$ cat config.mk
export PLATFORM = sky130hd
export DESIGN_NAME = uart_baud_gen
export DESIGN_NICKNAME = d
export VERILOG_FILES = /design/src/rtl/uart_baud_gen.sv
export SDC_FILE = /design/constraint.sdc
export NUM_CORES = 1
export LEC_CHECK = 0
export BUFFER_PORTS_ARGS = -buffer_cell sky130_fd_sc_hd__buf_4
export CORE_MARGIN = 1
export CORE_UTILIZATION = 62
export CTS_BUF_LIST = sky130_fd_sc_hd__clkbuf_2
export CTS_CLUSTER_SIZE = 14
export DETAILED_ROUTE_END_ITERATION = 8
export PLACE_DENSITY = 0.93
export SETUP_SLACK_MARGIN = 0.1
export SYNTH_ARGS = -nofsm -noshare
export SYNTH_HDL_FRONTEND = slang
export SYNTH_SLANG_ARGS = --single-unit
export TNS_END_PERCENT = 30
$ cat constraint.sdc
create_clock -name clk -period 3.7 [get_ports clk]
set_input_delay 0.37 -clock clk [delete_from_list [all_inputs] [get_ports clk]]
set_output_delay 0.37 -clock clk [all_outputs]
set_load 0.05 [all_outputs]
$ cat src/rtl/uart_baud_gen.sv
module uart_baud_gen #(
  parameter int PRE_W   = 16,
  parameter int SPB_W   = 8,
  parameter int D8_W    = 3,
  parameter int SPB_MIN = 4,
  parameter int SPB_RST = 15
) (
  input  logic             clk,
  input  logic             rst_n,
  input  logic [PRE_W-1:0] prescale,
  input  logic [SPB_W-1:0] spb_field,
  input  logic             div8_sel,
  output logic             sample_tick,
  output logic             bit_tick
);
  localparam int CFG_W = PRE_W + SPB_W + 1;

  logic [D8_W-1:0]  d8_cnt;
  logic [PRE_W-1:0] pre_cnt;
  logic [SPB_W-1:0] bit_cnt, spb_hold, spb_eff;
  logic [CFG_W-1:0] cfg, cfg_q;

  wire field_ok = spb_field >= SPB_W'(SPB_MIN);
  assign spb_eff = field_ok ? spb_field : spb_hold;
  assign cfg     = {prescale, spb_eff, div8_sel};

  wire reload   = cfg != cfg_q;
  wire running  = (prescale != '0) && !reload;
  wire pre_en   = running && (!div8_sel || (&d8_cnt));
  wire pre_wrap = pre_cnt == (prescale - PRE_W'(1));

  assign sample_tick = pre_en && pre_wrap;
  assign bit_tick    = sample_tick && (bit_cnt == spb_eff);

  always_ff @(posedge clk) begin
    if (!rst_n) begin
      cfg_q    <= '0;
      spb_hold <= SPB_W'(SPB_RST);
      d8_cnt   <= '0;
      pre_cnt  <= '0;
      bit_cnt  <= '0;
    end else begin
      cfg_q <= cfg;
      if (field_ok) spb_hold <= spb_field;
      if (!running) begin
        d8_cnt  <= '0;
        pre_cnt <= '0;
        bit_cnt <= '0;
      end else begin
        if (div8_sel) d8_cnt <= d8_cnt + D8_W'(1);
        if (pre_en)   pre_cnt <= pre_wrap ? '0 : pre_cnt + PRE_W'(1);
        if (sample_tick) bit_cnt <= bit_tick ? '0 : bit_cnt + SPB_W'(1);
      end
    end
  end

  assert_disabled_quiet_R1: assert property (@(posedge clk) disable iff (!rst_n)
    (prescale == '0) |-> (!sample_tick && !bit_tick && pre_cnt == '0 && bit_cnt == '0));
  assert_sample_cnt_bound_R2: assert property (@(posedge clk) disable iff (!rst_n)
    (prescale != '0) |-> (pre_cnt < prescale));
  assert_bit_with_sample_R4: assert property (@(posedge clk) disable iff (!rst_n)
    bit_tick |-> sample_tick);
  assert_bit_cnt_bound_R4: assert property (@(posedge clk) disable iff (!rst_n)
    bit_cnt <= spb_eff);
  assert_field_floor_R5: assert property (@(posedge clk) disable iff (!rst_n)
    spb_eff >= SPB_W'(SPB_MIN));
  assert_restart_quiet_R6: assert property (@(posedge clk) disable iff (!rst_n)
    (prescale != $past(prescale) || div8_sel != $past(div8_sel)) |-> !sample_tick);
  assert_reset_quiet_R7: assert property (@(posedge clk)
    !rst_n |-> (!sample_tick && !bit_tick));
endmodule

==> results.json <==
{
  "ctsRootBufferMaster": "clkbuf_2",
  "status": "finished clean",
  "critical_path_required_ns": 3.33,
  "clk_path_buf_depth": 2,
  "cts-htree-levels": 2,
  "synthToLayoutAreaGrowth_pct": 8.52,
  "drtAntennaViolNets": 0,
  "path_class": "reg -> out",
  "rsz0062_at_grt": "false",
  "synthesis.nets": 431,
  "powerDensity_nw_per_um2": 279,
  "track_usage": 0.276,
  "routed_wl_microns": 8060,
  "cts.sinks": 56,
  "crit_path_end_kind": "primary output",
  "period_needed_ns": 3.41,
  "finalNetCount": 450,
  "ir_worst_vdd_uv": 165,
  "reg2reg_depth": 7,
  "port_buffers": 28,
  "r2r_end": "pre_cnt[1]",
  "gp_congestion": 0.899,
  "drive_above_1_share": 0.127,
  "remaining_drc_errors": 0,
  "setup.reg_to_reg.worst_slack_ns": 0.63,
  "first_pass_iters": 5,
  "slowest_stage": "dfxtp_1",
  "grt_max_degree": 31,
  "finClkSkew_ns": 0.0265,
  "relSlewSlack": 0.385,
  "hpwlAfterDp_microns": 6040,
  "worst-path-max-fanout": 11,
  "drtIter0Drc": 326,
  "cap_violations": 0,
  "grt-ovfl-total": 0,
  "avgSynthCellArea_sq_um": 8.53,
  "coreArea_sq_um": 5200,
  "postCtsSetupBuffers": 0,
  "async_flop_share": 0,
  "critPathCapture": "bit_tick",
  "viasPerCell": 6.43,
  "wl_per_cell_microns": 16.5,
  "die_y_microns": 76.0,
  "total_power_w": 0.00103,
  "p_leak_nw": 1.27,
  "worst_slew_pin_slew_ns": 0.914,
  "max_freq_ghz": 0.293,
  "hold_violations": 0,
  "final-setup-viol-count": 0,
  "syn-cell-area_sq_um": 3390,
  "ys_seq_area_frac": 0.330,
  "synth-main-ff-cell": "dfxtp_1",
  "antenna_found_initial": 0,
  "cts_tree": "built",
  "dieWidth_microns": 76.0,
  "fin_crit_sh": 0.922,
  "initial_utilization": 0.652,
  "ys_warn_count": 0,
  "startpoint_type": "flip-flop",
  "slew_violations": 0,
  "n_fill_cell": 405,
  "mostFrequentLayoutCells": "dfxtp_1, xnor2_1, buf_4",
  "crit_path_start": "pre_cnt[2]",
  "yosys.cell_types.count": 56,
  "ys_ff_latch": 56,
  "synth_edf_count": 0,
  "synth_cells": 398,
  "mostFrequentLayoutCell": "dfxtp_1",
  "first_global_vias": 2803,
  "fin_tns_setup_ns": 0,
  "grt_pass1_wl_microns": 12900,
  "hold_buffers": 0,
  "cts_buffers": 5,
  "hold_class": "in -> reg",
  "vias": 3136,
  "ioPinCount": 29,
  "insertion_delay_ns": 0.47,
  "diodes": 0,
  "dieArea_sq_um": 5770,
  "slowest_delay_ns": 0.62,
  "regToRegStartpoint": "spb_hold[0]",
  "critPathArrivalTime_ns": 3.04,
  "num_rows": 26,
  "cts.reportedPaths.clkPinSlew_ns": 0.29,
  "worstPathCellList": "nor4bb_1 > o211ai_1 > a211oi_1 > o2111ai_1 > nor3_2 > and3_1 > buf_4"
}
## area by class of cell
| cell class | count | area [sq um] | share of cell area |
|---|---|---|---|
| Sequential cell | 56 | 1120 | 0.304 |
| Timing Repair Buffer | 33 | 248 | 0.0673 |
| Inverter | 12 | 45.0 | 0.0122 |
| Clock inverter | 3 | 18.8 | 0.00510 |
| Tap cell | 70 | 87.6 | 0.0238 |
| Clock buffer | 5 | 25.0 | 0.00680 |
| Multi-Input combinational cell | 309 | 2140 | 0.580 |
## critical path, delay by kind of cell, from the launching register on
kind            cells  cell delay, ns
flops               1            0.62
simple gates        3            1.01
compound gates      3            0.75
buf+inv             1            0.20
## power by group
| part | internal [W] | leakage (nW) | total [W] | switching [W] |
|---|---|---|---|---|
| Clock | 0.0000435 | 0.0226 | 0.000239 | 0.000196 |
| Combinational | 0.0000707 | 0.789 | 0.000157 | 0.0000863 |
| Sequential | 0.000623 | 0.459 | 0.000632 | 0.00000952 |
## logic make-up (layout without fill, tap and decap cells)
logic type | after synthesis | count (layout) | synth area share
XOR/XNOR | 54 | 54 | 0.139
multiplexers | 5 | 5 | 0.0147
buffers and inverters | 33 | 53 | 0.0428
AND/OR/NAND/NOR | 184 | 184 | 0.329
AO/OA/AOI/OAI | 60 | 60 | 0.121
adder cells (fa/ha/maj) | 6 | 6 | 0.0221
flip-flops | 56 | 56 | 0.330
## layer usage
| metal | up-vias | routed length [microns] | GRT usage |
|---|---|---|---|
| met4 | 0 | 183 | 0.0769 |
| met2 | 145 | 3820 | 0.463 |
| li1 | 1472 | - | - |
| met1 | 1498 | 3470 | 0.351 |
| met3 | 21 | 582 | 0.0695 |
| met5 | - | 0 | 0 |
## sequential cells by signal, indices dropped and copies added, names as in the netlist
register  cells
bit_cnt       8
cfg_q        22
spb_hold      7
d8_cnt        3
pre_cnt      16
## what timing repair did
item,in CTS,in global routing
setup endpoints to repair,0,2
endpoints found under the hold margin,0,0
resized for setup,0,2
## cell usage after synthesis, drive strengths merged (6+ instances only)
cell type | instances | share of area
a21oi | 17 | 0.025
and2 | 19 | 0.035
and3 | 7 | 0.013
clkbuf | 16 | 0.018
dfxtp | 56 | 0.33
ha | 6 | 0.022
inv | 12 | 0.013
nand2 | 17 | 0.020
nand3 | 9 | 0.013
nand3b | 6 | 0.013
nand4 | 14 | 0.026
nor2 | 20 | 0.022
nor2b | 19 | 0.035
nor3 | 16 | 0.024
nor4 | 18 | 0.037
o21ai | 9 | 0.013
or4 | 8 | 0.020
xnor2 | 45 | 0.12
xor2 | 9 | 0.023
## per-stage QoR
stage	worst slack (ns)	hold slack, ns	area [sq um]	cells	util
CTS	0.116	0.154	3670	488	0.706
finish	0.287	0.147	3680	488	0.707
global route	0.0963	0.134	3680	488	0.707
floorplan	0.368	0.465	3390	398	-
global placement	0.223	0.486	3630	480	0.697
detailed placement	0.0883	0.498	3630	480	0.697
## how the worst min path moves through the flow
stage	from	endpoint	slack (ns)	cells after the start
floorplan	d8_cnt[1]	d8_cnt[1]	0.46	2
global placement	bit_cnt[7]	bit_cnt[7]	0.49	2
detailed placement	d8_cnt[1]	d8_cnt[1]	0.50	2
CTS	prescale[1]	cfg_q[10]	0.15	2
global route	prescale[1]	cfg_q[10]	0.13	2
finish	spb_field[3]	spb_hold[3]	0.15	3
Power figures use the tool's default switching activity.
